File: src/rtl/mhf_pkg.sv
// Package: constants and the CRC step shared by the hash filter modules.
// Assumes the reflected (LSB-first) form of the Ethernet CRC-32.
package mhf_pkg;

    localparam logic [31:0] CRC_POLY_REFL = 32'hEDB8_8320;
    localparam logic [31:0] CRC_SEED      = 32'hFFFF_FFFF;

    // Advance a reflected CRC-32 remainder by one byte, LSB first.
    function automatic logic [31:0] crc_step_byte(input logic [31:0] rem_in,
                                                  input logic [7:0]  data);
        logic [31:0] rem;
        logic        fb;
        rem = rem_in;
        for (int i = 0; i < 8; i++) begin
            fb  = rem[0] ^ data[i];
            rem = rem >> 1;
            if (fb) rem = rem ^ CRC_POLY_REFL;
        end
        return rem;
    endfunction

endpackage

File: src/rtl/mhf_crc_accum.sv
// Module: accumulates the CRC over one destination address.
// Counts accepted bytes and restarts the remainder from the seed on each
// first byte. It captures the group bit from that first byte and pulses
// done_q in the cycle after the last byte is taken.
// Assumes bytes of one address are never interleaved with another.
module mhf_crc_accum
    import mhf_pkg::*;
#(
    parameter int ADDR_BYTES = 6
) (
    input  logic        clk,
    input  logic        rst_n,
    input  logic        in_valid,
    input  logic [7:0]  in_byte,
    output logic [31:0] crc_q,
    output logic        grp_q,
    output logic        done_q
);

    localparam int CNT_W = $clog2(ADDR_BYTES);
    localparam logic [CNT_W-1:0] LAST_CNT = CNT_W'(ADDR_BYTES - 1);

    logic [CNT_W-1:0] cnt_q;
    logic [31:0]      rem_base;

    // Pick the starting remainder: the seed on the first byte, else the running value.
    always_comb begin
        rem_base = (cnt_q == '0) ? CRC_SEED : crc_q;
    end

    // Byte counter, remainder, group bit and completion pulse.
    always_ff @(posedge clk) begin
        if (!rst_n) begin
            cnt_q  <= '0;
            crc_q  <= CRC_SEED;
            grp_q  <= 1'b0;
            done_q <= 1'b0;
        end else begin
            done_q <= 1'b0;
            if (in_valid) begin
                crc_q <= crc_step_byte(rem_base, in_byte);
                if (cnt_q == '0) grp_q <= in_byte[0];
                if (cnt_q == LAST_CNT) begin
                    cnt_q  <= '0;
                    done_q <= 1'b1;
                end else begin
                    cnt_q <= cnt_q + 1'b1;
                end
            end
        end
    end

    // the byte counter never leaves its range.
    p_count_range_r5: assert property (@(posedge clk) disable iff (!rst_n)
        cnt_q <= LAST_CNT);

    // completion is a single-cycle pulse.
    p_done_pulse_r8: assert property (@(posedge clk) disable iff (!rst_n)
        done_q |=> !done_q);

endmodule

File: src/rtl/mhf_hash_table.sv
// Module: the group hash table, held as NUM_WORDS words of WORD_W bits.
// Writes land on the clock edge; reads and the lookup bit are combinational.
// Bit n of a word's index field sits at position WORD_W-1-n (MSB-first).
module mhf_hash_table #(
    parameter int INDEX_W = 8,
    parameter int WORD_W  = 32
) (
    input  logic                                   clk,
    input  logic                                   rst_n,
    input  logic                                   we,
    input  logic [INDEX_W-$clog2(WORD_W)-1:0]      sel,
    input  logic [WORD_W-1:0]                      wdata,
    output logic [WORD_W-1:0]                      rdata,
    input  logic [INDEX_W-1:0]                     look_idx,
    output logic                                   look_bit
);

    localparam int BIT_W     = $clog2(WORD_W);
    localparam int SEL_W     = INDEX_W - BIT_W;
    localparam int NUM_WORDS = 2 ** SEL_W;
    localparam logic [BIT_W-1:0] TOP_POS = BIT_W'(WORD_W - 1);

    logic [WORD_W-1:0] words_q [NUM_WORDS];
    logic [SEL_W-1:0]  look_word;
    logic [BIT_W-1:0]  look_pos;

    // Table storage: clear on reset, replace one word on a write.
    always_ff @(posedge clk) begin
        if (!rst_n) begin
            for (int w = 0; w < NUM_WORDS; w++) words_q[w] <= '0;
        end else if (we) begin
            words_q[sel] <= wdata;
        end
    end

    // Read port and lookup decode (MSB-first bit numbering).
    always_comb begin
        rdata     = words_q[sel];
        look_word = look_idx[INDEX_W-1:BIT_W];
        look_pos  = TOP_POS - look_idx[BIT_W-1:0];
        look_bit  = words_q[look_word][look_pos];
    end

    // every word is zero after a reset edge.
    for (genvar g = 0; g < NUM_WORDS; g++) begin : g_rst_chk
        p_reset_clear_r1: assert property (@(posedge clk)
            !rst_n |=> (words_q[g] == '0));
    end

    // a write is visible in the selected word on the next cycle.
    p_write_lands_r6: assert property (@(posedge clk) disable iff (!rst_n)
        we |=> (words_q[$past(sel)] == $past(wdata)));

endmodule

File: src/rtl/mhf_filter.sv
// Module: multicast hash address filter top.
// It feeds the address bytes into the CRC accumulator. The bit-reversed
// remainder is registered, the hash table is looked up one cycle later,
// and a one-cycle verdict is issued. Latency from the edge that takes the
// last byte is two edges.
module mhf_filter #(
    parameter int ADDR_BYTES = 6,
    parameter int INDEX_W    = 8,
    parameter int WORD_W     = 32
) (
    input  logic                                  clk,
    input  logic                                  rst_n,
    input  logic                                  addr_valid,
    input  logic [7:0]                            addr_byte,
    input  logic                                  tbl_we,
    input  logic [INDEX_W-$clog2(WORD_W)-1:0]     tbl_sel,
    input  logic [WORD_W-1:0]                     tbl_wdata,
    output logic [WORD_W-1:0]                     tbl_rdata,
    output logic                                  match_valid,
    output logic                                  match_hit
);

    logic [31:0]        crc_q;
    logic               grp_q;
    logic               done_q;
    logic [INDEX_W-1:0] idx_c;
    logic [INDEX_W-1:0] s1_idx;
    logic               s1_valid;
    logic               s1_grp;
    logic               look_bit;

    mhf_crc_accum #(.ADDR_BYTES(ADDR_BYTES)) i_crc (
        .clk     (clk),
        .rst_n   (rst_n),
        .in_valid(addr_valid),
        .in_byte (addr_byte),
        .crc_q   (crc_q),
        .grp_q   (grp_q),
        .done_q  (done_q)
    );

    // Index = top bits of the bit-reversed remainder = low remainder bits reversed.
    always_comb begin
        for (int i = 0; i < INDEX_W; i++) idx_c[INDEX_W-1-i] = crc_q[i];
    end

    // Stage 1: hold index, group bit and valid for the lookup.
    always_ff @(posedge clk) begin
        if (!rst_n) begin
            s1_valid <= 1'b0;
            s1_grp   <= 1'b0;
            s1_idx   <= '0;
        end else begin
            s1_valid <= done_q;
            if (done_q) begin
                s1_grp <= grp_q;
                s1_idx <= idx_c;
            end
        end
    end

    mhf_hash_table #(.INDEX_W(INDEX_W), .WORD_W(WORD_W)) i_table (
        .clk     (clk),
        .rst_n   (rst_n),
        .we      (tbl_we),
        .sel     (tbl_sel),
        .wdata   (tbl_wdata),
        .rdata   (tbl_rdata),
        .look_idx(s1_idx),
        .look_bit(look_bit)
    );

    // Stage 2: register the verdict; group bit gates the table bit.
    always_ff @(posedge clk) begin
        if (!rst_n) begin
            match_valid <= 1'b0;
            match_hit   <= 1'b0;
        end else begin
            match_valid <= s1_valid;
            match_hit   <= s1_valid && s1_grp && look_bit;
        end
    end

    // a completed address yields a verdict two edges later.
    p_latency_r5: assert property (@(posedge clk) disable iff (!rst_n)
        done_q |=> ##1 match_valid);

    // every verdict traces back to a completed address.
    p_valid_origin_r5: assert property (@(posedge clk) disable iff (!rst_n)
        match_valid |-> $past(done_q, 2));

    // an individual (non-group) address never hits.
    p_nongroup_miss_r4: assert property (@(posedge clk) disable iff (!rst_n)
        (s1_valid && !s1_grp) |=> !match_hit);

    // single-cycle verdict, and no hit without it.
    p_single_pulse_r8: assert property (@(posedge clk) disable iff (!rst_n)
        match_valid |=> !match_valid);

    p_hit_needs_valid_r8: assert property (@(posedge clk) disable iff (!rst_n)
        match_hit |-> match_valid);

endmodule

File: config.mk
export PLATFORM = sky130hd
export DESIGN_NAME = mhf_filter
export DESIGN_NICKNAME = d
export VERILOG_FILES = /design/src/rtl/mhf_pkg.sv /design/src/rtl/mhf_crc_accum.sv /design/src/rtl/mhf_hash_table.sv /design/src/rtl/mhf_filter.sv
export SDC_FILE = /design/constraint.sdc
export NUM_CORES = 1
export LEC_CHECK = 0
export ABC_CLOCK_PERIOD_IN_PS = 2900
export CELL_PAD_IN_SITES_DETAIL_PLACEMENT = 0
export CELL_PAD_IN_SITES_GLOBAL_PLACEMENT = 1
export CORE_ASPECT_RATIO = 1.75
export CORE_MARGIN = 5
export CORE_UTILIZATION = 50
export DETAILED_ROUTE_END_ITERATION = 8
export GPL_TIMING_DRIVEN = 0
export PLACE_DENSITY_LB_ADDON = 0.1
export RECOVER_POWER = 50
export SYNTH_ARGS = -nofsm -noshare
export SYNTH_HDL_FRONTEND = slang
export SYNTH_SLANG_ARGS = --single-unit
export TNS_END_PERCENT = 5
File: constraint.sdc
create_clock -name clk -period 2.9 [get_ports clk]
set_input_delay 0.29 -clock clk [delete_from_list [all_inputs] [get_ports clk]]
set_output_delay 0.29 -clock clk [all_outputs]
set_load 0.01 [all_outputs]
==> reports/metrics.cfg <==
[status]
outcome=finished with violations
violations=setup timing

[sta]
report.final.setup_viol=3
fin_skew_ps=17.7
worst_slew_margin_rel=0.326
totalNegativeSetupSlack_ps=-103
max_slew.worst_pin.slew_ps=1010
hold_viol=0
finalCritPeriodShare=1.03
final.setup.worst_slack_ps=-76.6
hold_slack_ps=242
post-route-min-period_ps=2980
timing.fmax_mhz=336
rsz_0062_raised_after_global_routing=yes
slew_violations=0

[power]
power_mw=11.2
irDropWorstVdd_uv=623
pwr_density_cell_mw_per_mm2=605
p_sw_mw=3.14
p_int_mw=8.07
comb_power_share=0.173
sequential_cell_fraction_of_total_power=0.476
netSwitchingFraction=0.280
share_clk_of_total_power=0.351
power.leakage_nw=6.11

[die]
start_util=0.505
coreArea_sq_mm=0.0315
floorplan.die.height_microns=246
die_width_microns=145
design.die.area_sq_mm=0.0357
number_of_i_o_pins=81
core.rowCount=86

[worst_setup_path]
timing.critical_path.slowest_cell_delay_ps=540
critPathLaunchType=register
worst-path-buf-inv=3
critPathRequiredTime_ps=3350
cpLargestDelayFamily=buffers and inverters
ff2ff_path_depth=10
cp_num_cells=10
critical_path.endpoint_type=register
path_common_cell=sky130_fd_sc_hd__buf_2
critical_path.cell_chain=buf_2, buf_2, clkbuf_2, mux2i_1, o22ai_1, a211oi_1, a22oi_1, nand4_1, o32a_1, nand2_1
worst-setup-path-type=register to register
cp_max_fo=10
worst_path_max_delay_cell=sky130_fd_sc_hd__clkbuf_2
critPathArrivalTime_ps=3420

[logic_synthesis]
synthTopCellsByCount=sky130_fd_sc_hd__and2_1 (265), sky130_fd_sc_hd__edfxtp_1 (256), sky130_fd_sc_hd__a22oi_1 (133), sky130_fd_sc_hd__clkbuf_1 (79), sky130_fd_sc_hd__nor2_1 (65)
synth_area_leaders=sky130_fd_sc_hd__edfxtp_1 (48%), sky130_fd_sc_hd__and2_1 (10%), sky130_fd_sc_hd__dfxtp_1 (6.5%)
yosys.area.top_type_share=0.482
count_of_yosys_warnings_during_synthesis=0
synthMostInstantiatedCell=sky130_fd_sc_hd__and2_1
yosysSeqAreaShare=0.548
netlist_area_sq_mm=0.0159
synth_edf_count=256
postSynthCellCount=1294
asyncSetResetFlopFracSynth=0
synth_top_flop_cell=sky130_fd_sc_hd__edfxtp_1
synth.largest_area_cell=sky130_fd_sc_hd__edfxtp_1
avgSynthCellArea_sq_um=12.3
synth.ff_latch_count=308
syn_nets=1341
yosysUniqueCellTypes=60

[layout]
nFillCells=2661
layout_cell_share_with_drive_strength_beyond_1=0.136
postLayoutCoreUtil=0.588
final_cell_area_sq_mm=0.0185
areaGrowthSynthToFinish_pct=16.3
numnets_final=1456

[clock_network]
htree_num_levels=1
clock_sinks=308
clk_pin_slew_worst_paths_ps=70
worst_skew_pair.late_latency_ps=580
cts_hold_buf=0
max-clock-path-buffers=3
clock_tree.root_cell=sky130_fd_sc_hd__clkbuf_16
tritoncts=yes
numCtsBuffers=29

[global_routing]
first_pass_grt_wire_length_mm=83.8
grt_start_max_net_pins=25
antenna_found_initial=1
grt_overflow_total=0
track_usage=0.323
via_count_of_the_first_global_routing_pass=12359

[routing]
via_per_inst=6.62
firstDrtPassIters=5
routed_wl_mm=59.3
via_count=12098
drc_errors=0
wl_per_cell_microns=32.4
final_antenna_net_count=0
drt_iter0_drc=1212

[hold_path]
timing.hold.worst_path_depth=3
hold_path_class=input port to register

[placed_design]
detailedPlacementHpwl_mm=40.7
routabilityCongestion=0.984
numPortBuffers=76
detailed_place.area_sq_mm=0.0174

[job]
cap_viol_max_count=0

[registers in the layout, summed over array words and instances (netlist names), named ones only]
| name | count |
|---|---|
| i_table.words_q | 256 |
| match_hit | 1 |
| i_crc.grp_q | 1 |
| match_valid | 1 |
| i_crc.crc_q | 32 |
| i_crc.cnt_q | 3 |
| s1_idx | 8 |
| s1_valid | 1 |
| s1_grp | 1 |
| i_crc.done_q | 1 |
[layer usage]
| metal | vias up | track usage | share of wire |
|---|---|---|---|
| met3 | 261 | 0.0567 | 0.083 |
| met4 | 0 | 0.226 | 0.085 |
| li1 | 5078 | - | - |
| met5 | - | 0 | 0 |
| met2 | 774 | 0.571 | 0.51 |
| met1 | 5985 | 0.349 | 0.32 |
[worst paths after layout]
kind | startpoint | end | slack [ps]
setup / recovery | register | match_hit$_SDFF_PN0_ | -80
setup reg to reg | register | match_hit$_SDFF_PN0_ | -80
hold / removal | addr_byte[0] | i_crc.grp_q$_SDFFE_PN0P_ | 240
hold reg to reg | i_crc.crc_q[27]$_SDFFE_PN1P_ | i_crc.crc_q[27]$_SDFFE_PN1P_ | 470
[power by group through the flow]
stage / Clock (mW) / Sequential, mW / Combinational, mW
5_1_grt: 4.08 / 5.37 / 2.03
4_1_cts: 3.93 / 5.33 / 1.89
3_5_place_dp: 0 / 5.43 / 1.86
6_report: 3.93 / 5.34 / 1.94
2_1_floorplan: 0 / 5.35 / 1.16
3_3_place_gp: 0 / 5.42 / 1.82
[logic make-up after synthesis]
family,Yosys count,share of synthesized area
xor gates and xnor gates,73,0.0493
muxes,98,0.0963
AOI/OAI and AO/OA,229,0.105
DFF,308,0.548
and+or+nand+nor,479,0.173
buffers and inverters,107,0.0279
[tightest hold or removal path: cells and delay by family]
kind | cells | cell delay [ps]
AO/OA/AOI/OAI | 1 | 90
buffers and inverters | 1 | 210
AND/OR/NAND/NOR | 1 | 180
[layout by cell type, fill, tap and decap left out, types with 45 or more instances in the layout]
cell type,synthesis,layout
sky130_fd_sc_hd__nor2_1,65,63
sky130_fd_sc_hd__clkdlybuf4s50_1,0,73
sky130_fd_sc_hd__xnor2_1,49,46
sky130_fd_sc_hd__and2_0,0,123
sky130_fd_sc_hd__clkbuf_1,79,45
sky130_fd_sc_hd__edfxtp_1,256,256
sky130_fd_sc_hd__mux2i_1,51,51
sky130_fd_sc_hd__dfxtp_1,52,52
sky130_fd_sc_hd__and2_1,265,142
sky130_fd_sc_hd__nand2_1,45,45
sky130_fd_sc_hd__a22oi_1,133,133
[cell type report]
class | instances | area (sq um) | area share
Clock buffer | 29 | 726 | 0.0392
Sequential cell | 308 | 8730 | 0.471
Buffer | 101 | 517 | 0.0279
Tap cell | 396 | 495 | 0.0267
Antenna cell | 1 | 2.50 | 0.000135
Multi-Input combinational cell | 879 | 6890 | 0.372
Inverter | 6 | 23.8 | 0.00128
Timing Repair Buffer | 84 | 931 | 0.0502
Clock inverter | 24 | 220 | 0.0119
[what timing repair did]
item,CTS,global route
endpoints found under the hold margin,0,0
gates resized for setup,54,30
pin swaps,0,1
buffers inserted,0,0
setup endpoints to repair,100,41
[stage by stage]
stage / instances / setup slack [ps]
floorplan: 1294 / 464
global placement: 1766 / -1660
detailed placement: 1774 / -828
CTS: 1827 / -95.4
global route: 1828 / -58.7
finish: 1828 / -76.6
No activity file was read; power rests on OpenSTA's default activity.
